## config.mk

```make
export PLATFORM = sky130hd
export DESIGN_NAME = ring_copy_engine
export DESIGN_NICKNAME = d
export VERILOG_FILES = /design/src/rtl/rce_pkg.sv /design/src/rtl/rce_regs.sv /design/src/rtl/rce_engine.sv /design/src/rtl/ring_copy_engine.sv
export SDC_FILE = /design/constraint.sdc
export NUM_CORES = 1
export LEC_CHECK = 0
export BUFFER_PORTS_ARGS = -buffer_cell sky130_fd_sc_hd__buf_2
export CORE_ASPECT_RATIO = 0.7
export CORE_UTILIZATION = 55
export DETAILED_ROUTE_END_ITERATION = 6
export GPL_ROUTABILITY_DRIVEN = 1
export GPL_TIMING_DRIVEN = 0
export PLACE_DENSITY_LB_ADDON = 0.15
export SETUP_SLACK_MARGIN = 0.5
export SLEW_MARGIN = 20
export SYNTH_ARGS = -nofsm -noshare
export SYNTH_HDL_FRONTEND = slang
export SYNTH_HIERARCHICAL = 1
export SYNTH_SLANG_ARGS = --single-unit
```

## constraint.sdc

```tcl
create_clock -name clk -period 12.7 [get_ports clk]
set_input_delay 1.905 -clock clk [delete_from_list [all_inputs] [get_ports clk]]
set_output_delay 1.905 -clock clk [all_outputs]
set_load 0.005 [all_outputs]
```

## src/rtl/rce_pkg.sv

```systemverilog
package rce_pkg;

  localparam logic [11:0] A_TX_BASE = 12'h000;
  localparam logic [11:0] A_TX_CNT  = 12'h004;
  localparam logic [11:0] A_TX_CPU  = 12'h008;
  localparam logic [11:0] A_TX_DMA  = 12'h00C;
  localparam logic [11:0] A_RX_BASE = 12'h100;
  localparam logic [11:0] A_RX_CNT  = 12'h104;
  localparam logic [11:0] A_RX_CPU  = 12'h108;
  localparam logic [11:0] A_RX_DMA  = 12'h10C;
  localparam logic [11:0] A_CTRL    = 12'h204;
  localparam logic [11:0] A_IDXRST  = 12'h208;
  localparam logic [11:0] A_STAT    = 12'h220;
  localparam logic [11:0] A_INTEN   = 12'h228;

  typedef enum logic [2:0] {
    S_IDLE, S_SRC, S_LEN, S_DST, S_RD, S_WR, S_WB, S_ADV
  } eng_state_t;

  // byte address of ring slot idx
  function automatic logic [31:0] slot_addr(input logic [31:0] base, input logic [31:0] idx);
    return base + (idx << 4);
  endfunction

  // length field of descriptor word 1
  function automatic logic [13:0] len_field(input logic [31:0] w);
    return w[29:16];
  endfunction

  // completion word written back into the receive slot
  function automatic logic [31:0] done_word(input logic [13:0] len, input bit hi);
    logic [31:0] w;
    w = {2'b00, len, 16'h0000};
    if (hi) w[31] = 1'b1;
    else    w[15] = 1'b1;
    return w;
  endfunction

endpackage

```

## src/rtl/rce_regs.sv

```systemverilog
module rce_regs
  import rce_pkg::*;
#(
  parameter int IDX_W = 8,
  localparam int CNT_W = IDX_W + 1
) (
  input  logic             clk,
  input  logic             rst_n,
  input  logic [11:0]      reg_addr,
  input  logic             reg_wr,
  input  logic [31:0]      reg_wdata,
  output logic [31:0]      reg_rdata,
  input  logic             eng_busy,
  input  logic             eng_adv,
  output logic [31:0]      tx_base,
  output logic [31:0]      rx_base,
  output logic [CNT_W-1:0] tx_cnt,
  output logic [IDX_W-1:0] tx_cpu,
  output logic [IDX_W-1:0] rx_cpu,
  output logic [IDX_W-1:0] tx_dma,
  output logic             tx_en,
  output logic             rx_en,
  output logic             wb_en,
  output logic             irq
);

  logic [CNT_W-1:0] rx_cnt_q;
  logic [IDX_W-1:0] rx_dma_q;
  logic [1:0]       burst_q;
  logic             multi_q;
  logic             rxdone_q;
  logic             inten_q;
  logic             wr_rst, wr_stat;

  function automatic logic [IDX_W-1:0] ring_next(input logic [IDX_W-1:0] i,
                                                 input logic [CNT_W-1:0] n);
    logic [CNT_W-1:0] s;
    s = {1'b0, i} + CNT_W'(1);
    return (s >= n) ? '0 : s[IDX_W-1:0];
  endfunction

  assign wr_rst  = reg_wr && (reg_addr == A_IDXRST);
  assign wr_stat = reg_wr && (reg_addr == A_STAT);

  always_ff @(posedge clk) begin
    if (!rst_n) begin
      tx_base <= '0; rx_base <= '0; tx_cnt <= '0; rx_cnt_q <= '0;
      tx_cpu <= '0; rx_cpu <= '0;
      tx_en <= 1'b0; rx_en <= 1'b0; wb_en <= 1'b0;
      burst_q <= '0; multi_q <= 1'b0; inten_q <= 1'b0;
    end else if (reg_wr) begin
      case (reg_addr)
        A_TX_BASE: tx_base  <= reg_wdata;
        A_TX_CNT:  tx_cnt   <= reg_wdata[CNT_W-1:0];
        A_TX_CPU:  tx_cpu   <= reg_wdata[IDX_W-1:0];
        A_RX_BASE: rx_base  <= reg_wdata;
        A_RX_CNT:  rx_cnt_q <= reg_wdata[CNT_W-1:0];
        A_RX_CPU:  rx_cpu   <= reg_wdata[IDX_W-1:0];
        A_CTRL: begin
          tx_en   <= reg_wdata[0];
          rx_en   <= reg_wdata[2];
          burst_q <= reg_wdata[5:4];
          wb_en   <= reg_wdata[6];
          multi_q <= reg_wdata[10];
        end
        A_INTEN:   inten_q <= reg_wdata[16];
        default: ;
      endcase
    end
  end

  // DMA indices and completion status
  always_ff @(posedge clk) begin
    if (!rst_n) begin
      tx_dma   <= '0;
      rx_dma_q <= '0;
      rxdone_q <= 1'b0;
    end else begin
      if (wr_rst && reg_wdata[0])       tx_dma <= '0;
      else if (eng_adv)                 tx_dma <= ring_next(tx_dma, tx_cnt);
      if (wr_rst && reg_wdata[16])      rx_dma_q <= '0;
      else if (eng_adv)                 rx_dma_q <= ring_next(rx_dma_q, tx_cnt);
      if (eng_adv)                      rxdone_q <= 1'b1;
      else if (wr_stat && reg_wdata[16]) rxdone_q <= 1'b0;
    end
  end

  always_comb begin
    reg_rdata = '0;
    case (reg_addr)
      A_TX_BASE: reg_rdata = tx_base;
      A_TX_CNT:  reg_rdata = 32'(tx_cnt);
      A_TX_CPU:  reg_rdata = 32'(tx_cpu);
      A_TX_DMA:  reg_rdata = 32'(tx_dma);
      A_RX_BASE: reg_rdata = rx_base;
      A_RX_CNT:  reg_rdata = 32'(rx_cnt_q);
      A_RX_CPU:  reg_rdata = 32'(rx_cpu);
      A_RX_DMA:  reg_rdata = 32'(rx_dma_q);
      A_CTRL: begin
        reg_rdata[0]   = tx_en;
        reg_rdata[1]   = eng_busy;
        reg_rdata[2]   = rx_en;
        reg_rdata[3]   = eng_busy;
        reg_rdata[5:4] = burst_q;
        reg_rdata[6]   = wb_en;
        reg_rdata[10]  = multi_q;
      end
      A_STAT:    reg_rdata[16] = rxdone_q;
      A_INTEN:   reg_rdata[16] = inten_q;
      default:   reg_rdata = '0;
    endcase
  end

  assign irq = rxdone_q & inten_q;

  AST_DONE_SETS_STATUS: assert property (@(posedge clk) disable iff (!rst_n)
    eng_adv |=> rxdone_q);

endmodule

```

## src/rtl/rce_engine.sv

```systemverilog
module rce_engine
  import rce_pkg::*;
#(
  parameter int IDX_W   = 8,
  parameter bit FLAG_HI = 1'b1
) (
  input  logic             clk,
  input  logic             rst_n,
  input  logic             run_ok,
  input  logic             wb_en,
  input  logic [31:0]      tx_base,
  input  logic [31:0]      rx_base,
  input  logic [IDX_W-1:0] cur_idx,
  input  logic [IDX_W-1:0] tx_cpu,
  input  logic [IDX_W-1:0] rx_cpu,
  output logic             mem_req,
  output logic             mem_we,
  output logic [31:0]      mem_addr,
  output logic [31:0]      mem_wdata,
  input  logic             mem_ack,
  input  logic [31:0]      mem_rdata,
  output logic             busy,
  output logic             adv
);

  eng_state_t       state;
  eng_state_t       tail_state;
  logic [IDX_W-1:0] idx_q;
  logic [31:0]      tb_q, rb_q, src_q, dst_q, data_q;
  logic [13:0]      len_q;
  logic [11:0]      off_q;
  logic [11:0]      words;
  logic             slot_ready;

  assign words      = len_q[13:2];
  assign tail_state = wb_en ? S_WB : S_ADV;
  assign slot_ready = run_ok && (cur_idx != tx_cpu) && (cur_idx != rx_cpu);

  always_ff @(posedge clk) begin
    if (!rst_n) begin
      state <= S_IDLE;
      idx_q <= '0; tb_q <= '0; rb_q <= '0;
      src_q <= '0; dst_q <= '0; data_q <= '0;
      len_q <= '0; off_q <= '0;
    end else begin
      case (state)
        S_IDLE: if (slot_ready) begin
          idx_q <= cur_idx;
          tb_q  <= tx_base;
          rb_q  <= rx_base;
          state <= S_SRC;
        end
        S_SRC: if (mem_ack) begin
          src_q <= mem_rdata;
          state <= S_LEN;
        end
        S_LEN: if (mem_ack) begin
          len_q <= len_field(mem_rdata);
          state <= S_DST;
        end
        S_DST: if (mem_ack) begin
          dst_q <= mem_rdata;
          off_q <= '0;
          state <= (words == '0) ? tail_state : S_RD;
        end
        S_RD: if (mem_ack) begin
          data_q <= mem_rdata;
          state  <= S_WR;
        end
        S_WR: if (mem_ack) begin
          off_q <= off_q + 12'd1;
          state <= ((off_q + 12'd1) == words) ? tail_state : S_RD;
        end
        S_WB:  if (mem_ack) state <= S_ADV;
        S_ADV: state <= S_IDLE;
        default: state <= S_IDLE;
      endcase
    end
  end

  always_comb begin
    mem_req   = 1'b1;
    mem_we    = 1'b0;
    mem_addr  = '0;
    mem_wdata = '0;
    case (state)
      S_SRC: mem_addr = slot_addr(tb_q, 32'(idx_q));
      S_LEN: mem_addr = slot_addr(tb_q, 32'(idx_q)) + 32'd4;
      S_DST: mem_addr = slot_addr(rb_q, 32'(idx_q));
      S_RD:  mem_addr = src_q + 32'({off_q, 2'b00});
      S_WR: begin
        mem_we    = 1'b1;
        mem_addr  = dst_q + 32'({off_q, 2'b00});
        mem_wdata = data_q;
      end
      S_WB: begin
        mem_we    = 1'b1;
        mem_addr  = slot_addr(rb_q, 32'(idx_q)) + 32'd4;
        mem_wdata = done_word(len_q, FLAG_HI);
      end
      default: mem_req = 1'b0;
    endcase
  end

  assign busy = (state != S_IDLE);
  assign adv  = (state == S_ADV);

  AST_MEM_HOLD: assert property (@(posedge clk) disable iff (!rst_n)
    mem_req && !mem_ack |=> mem_req && $stable(mem_addr) && $stable(mem_we) && $stable(mem_wdata));
  AST_BUSY_ENDS_ON_ADV: assert property (@(posedge clk) disable iff (!rst_n)
    $fell(busy) |-> $past(adv));

endmodule

```

## src/rtl/ring_copy_engine.sv

```systemverilog
module ring_copy_engine
  import rce_pkg::*;
#(
  parameter int IDX_W   = 8,
  parameter bit FLAG_HI = 1'b1
) (
  input  logic        clk,
  input  logic        rst_n,
  input  logic [11:0] reg_addr,
  input  logic        reg_wr,
  input  logic [31:0] reg_wdata,
  output logic [31:0] reg_rdata,
  output logic        mem_req,
  output logic        mem_we,
  output logic [31:0] mem_addr,
  output logic [31:0] mem_wdata,
  input  logic        mem_ack,
  input  logic [31:0] mem_rdata,
  output logic        irq
);

  localparam int CNT_W = IDX_W + 1;

  logic [31:0]      tx_base, rx_base;
  logic [CNT_W-1:0] tx_cnt;
  logic [IDX_W-1:0] tx_cpu, rx_cpu, tx_dma;
  logic             tx_en, rx_en, wb_en;
  logic             eng_busy, eng_adv;

  rce_regs #(.IDX_W(IDX_W)) regs_i (
    .clk(clk), .rst_n(rst_n),
    .reg_addr(reg_addr), .reg_wr(reg_wr), .reg_wdata(reg_wdata), .reg_rdata(reg_rdata),
    .eng_busy(eng_busy), .eng_adv(eng_adv),
    .tx_base(tx_base), .rx_base(rx_base), .tx_cnt(tx_cnt),
    .tx_cpu(tx_cpu), .rx_cpu(rx_cpu), .tx_dma(tx_dma),
    .tx_en(tx_en), .rx_en(rx_en), .wb_en(wb_en), .irq(irq)
  );

  rce_engine #(.IDX_W(IDX_W), .FLAG_HI(FLAG_HI)) eng_i (
    .clk(clk), .rst_n(rst_n),
    .run_ok(tx_en && rx_en), .wb_en(wb_en),
    .tx_base(tx_base), .rx_base(rx_base),
    .cur_idx(tx_dma), .tx_cpu(tx_cpu), .rx_cpu(rx_cpu),
    .mem_req(mem_req), .mem_we(mem_we), .mem_addr(mem_addr), .mem_wdata(mem_wdata),
    .mem_ack(mem_ack), .mem_rdata(mem_rdata),
    .busy(eng_busy), .adv(eng_adv)
  );

  AST_START_ENABLED: assert property (@(posedge clk) disable iff (!rst_n)
    $rose(eng_busy) |-> $past(tx_en && rx_en));
  AST_START_NOT_RECLAIMED: assert property (@(posedge clk) disable iff (!rst_n)
    $rose(eng_busy) |-> $past(tx_dma != rx_cpu));

endmodule

```

==> metrics.txt <==
status=complete, but fails checks; violated checks=design-rule violations; Yosys reg bits=319; Layout Nets=2797; Ys Warns=6; die area=around 37000 sq um; CTS Buf Count=31; Critical Path RT=10.80 ns; clk slew on worst S/H paths=0.06 ns; Syn Area/Cell=roughly 8.1 sq um; Crit Reg-Reg Endpoint=eng_i/tb_q[28]; Hold Path Class=flip-flop to flip-flop; max_cap viols=0; CTS Sinks=between 300 and 400; Slew HR=19.62%; RSZ-0062 raised after global routing=no; hold_sp=eng_i/data_q[6]; initial antenna violation count=0; main combinational cell family by area after synthesis=simple AND/OR/NAND/NOR gates; cell taking the most area after synthesis=dfxtp_1; commonest non-fill, non-tap cells in the layout=nand2_1 (530), dfxtp_1 (319), buf_2 (193); min Tclk post-route=8.093 ns; first-pass GRT wire length=a little over 100000 microns; TritonCTS clock tree=done; initial drt markers=roughly 2200; Initial Utilization=56.47%; most common cell after layout, fill and taps aside=nand2_1; Area Overhead vs Synth=12.94%; WHS Endpoint=eng_i/data_q[6]; setup TNS=0 ns; number of distinct library cells after synthesis=93; pre-CTS setup slack=~5.4 ns; area of the core=35090 sq um; fin crit share=63.72%; Least-Margin Pin Slew=about 1.2 ns; Fin. Hold Viols=0; crit-path cells=and3b_1 > buf_2 > buf_2 > buf_1 > buf_1 > clkbuf_1 > nand2_1 > nand2_1 > ha_1 > o21ai_0 > nor4_1 > nand4_1 > or2_2 > o311ai_1 > o211ai_1 > buf_2; Resize count post-CTS=0; Yosys top cell area share=between 30% and 40%; RR Startpoint=eng_i/state[2]; CP most frequent cell=buf_2; Synth Area in Compound Gates=20.69%; Longest Clk Path Bufs=3; die width=~230 microns; Worst Reg-to-Reg Cells=8; worst path bufs/invs=6; fmax=0.1236 GHz; EDFF count, synth=0; Leak=between 8 and 9 nW; mux contribution to synthesized area=under 10%; via-per-instance ratio=6.135; DR vias=between 15000 and 20000; Mapped Area=slightly below 20000 sq um; Post-DRT Antenna Nets=0; PD cells=97.09 nW/um^2; DRT Wirelength=around 68000 microns; Setup Buffers After CTS=0; total congestion overflow=0; dpl cell area=~21000 sq um; Post-Syn Nets=2590; num rows=57; Synth area leaders=dfxtp_1 (32%), nand2_1 (10%), mux2i_1 (7.9%); GPL Wtd Cong=approximately 1.0; Die H=approximately 160 microns; Worst Hold Margin=0.4578 ns; Slowest-stage cell, CP=nor4_1; post-synthesis simple-gate area fraction=25.24%; overall routing resource usage=a little over a third; CP delay by family, top=buffers and inverters; vias in the first global route=approximately 18000; hold depth=2; Synth Area in XOR/XNOR=5.790%; Syn Inst Count=between 2000 and 2500; Root Driver=clkbuf_16; final slew viol count=0; Top FF cell, synth=dfxtp_1; Routed wire per std cell=between 20 and 25 microns; HPWL Detailed=about 53000 microns; Async S/R FF share, synth=0%; CP max stage delay=0.70 ns; clock latency on the worst-skew pair=roughly 0.58 ns; CTS Hold Bufs=0; Worst Setup End Kind=output pin; Post-Synth Adder-Cell Area=under 10%; Final WS setup=4.607 ns; final non-filler cell area=22380 sq um; share of layout cells above drive strength 1=11.95%; largest net degree at the start of global routing=16; worst ir drop on vdd=~110 uV; port buffer count=between 150 and 200; final setup violation count=0; R2R Setup Slk=roughly 9 ns; crit-path max FO=10; Startpoint Class=flip-flop; clk_skew=between 0.01 and 0.015 ns; I/O pins=approximately 180; Worst EP arrival=approximately 6.2 ns; htree depth=1; DRT Pass-1 Iters=7; post-synthesis sequential area ratio=roughly a third; WS Path Type=flip-flop to output pin; DR DRC count=3
[metrics by stage]
stage / utilization (%) / power [mW] / cells
2_1_floorplan: - / 1.113 / 2457
3_3_place_gp: 60.64 / 1.181 / 3103
3_5_place_dp: 60.64 / 1.183 / 3103
4_1_cts: 63.76 / 2.175 / 3159
5_1_grt: 63.76 / 2.229 / 3159
6_report: 63.78 / 2.173 / 3161
[state kept, by name, indices dropped and copies added (netlist names), 8 cells and up]
name             cells
regs_i/rx_cpu        8
regs_i/tx_dma        8
eng_i/tb_q          32
eng_i/rb_q          32
eng_i/idx_q          8
eng_i/src_q         32
eng_i/data_q        32
regs_i/tx_cnt        9
eng_i/dst_q         32
regs_i/tx_base      32
regs_i/rx_dma_q      8
regs_i/rx_cnt_q      9
regs_i/rx_base      32
regs_i/tx_cpu        8
eng_i/off_q         12
eng_i/len_q         14
[worst max-delay path by stage]
stage	from	end	slack, ns	cells after the start
after CTS	eng_i/state[2]	mem_addr[22]	4.80	16
after floorplan	eng_i/state[2]	mem_addr[26]	7.15	15
after global routing	eng_i/state[2]	mem_addr[22]	4.21	16
after global placement	eng_i/state[2]	mem_addr[22]	5.45	16
after detailed placement	eng_i/state[2]	mem_addr[22]	5.42	16
final	eng_i/state[2]	mem_addr[22]	4.61	16
[where the power goes]
part / switching (mW) / internal (mW) / leakage [nW]
combinational: 0.103 / 0.0507 / 5.18
sequential: 0.00727 / 1.01 / 2.57
clock: 0.419 / 0.586 / 0.528
[layout make-up]
type                       count  area (sq um)
antenna                        2         5.005
buffer                       154         658.1
clock buffer                  41         873.3
clock inverter                15         224.0
fill                        3093         12710
inverter                      31         116.4
multi-input combinational   1953         12650
sequential                   319          6386
tap                          472         590.6
timing repair buffer         174         870.8
[metal layers]
layer / GRT usage [%] / part of all wire (%)
met1: 51.19 / 45
met2: 52.86 / 41
met3: 10.72 / 12
met4: 7.636 / 2.1
met5: 1.953 / 0.081
[cells in the mapped netlist, types with 40 or more instances]
cell / instances
and2_1: 40
a21boi_0: 139
clkbuf_1: 112
a21oi_1: 71
a22oi_1: 40
nor2b_1: 122
nor2_1: 84
dfxtp_1: 319
xor2_1: 52
nand3_1: 55
o21ai_0: 71
a21boi_1: 61
xnor2_1: 79
ha_1: 50
mux2i_1: 156
nand2_1: 530
[tightest hold or removal path, stage by stage, from the launching register on]
cell and delay [ns]:
dfxtp_1 0.30, nand2_1 0.04, a21boi_0 0.06
[cell families after synthesis]
family | Yosys count
buffers and inverters | 185
xor gates and xnor gates | 131
muxes | 169
and+or+nand+nor | 1030
AOI/OAI and AO/OA | 570
adders and majority gates | 53
DFF | 319
Note: power is estimated with default switching activity, not from simulation.
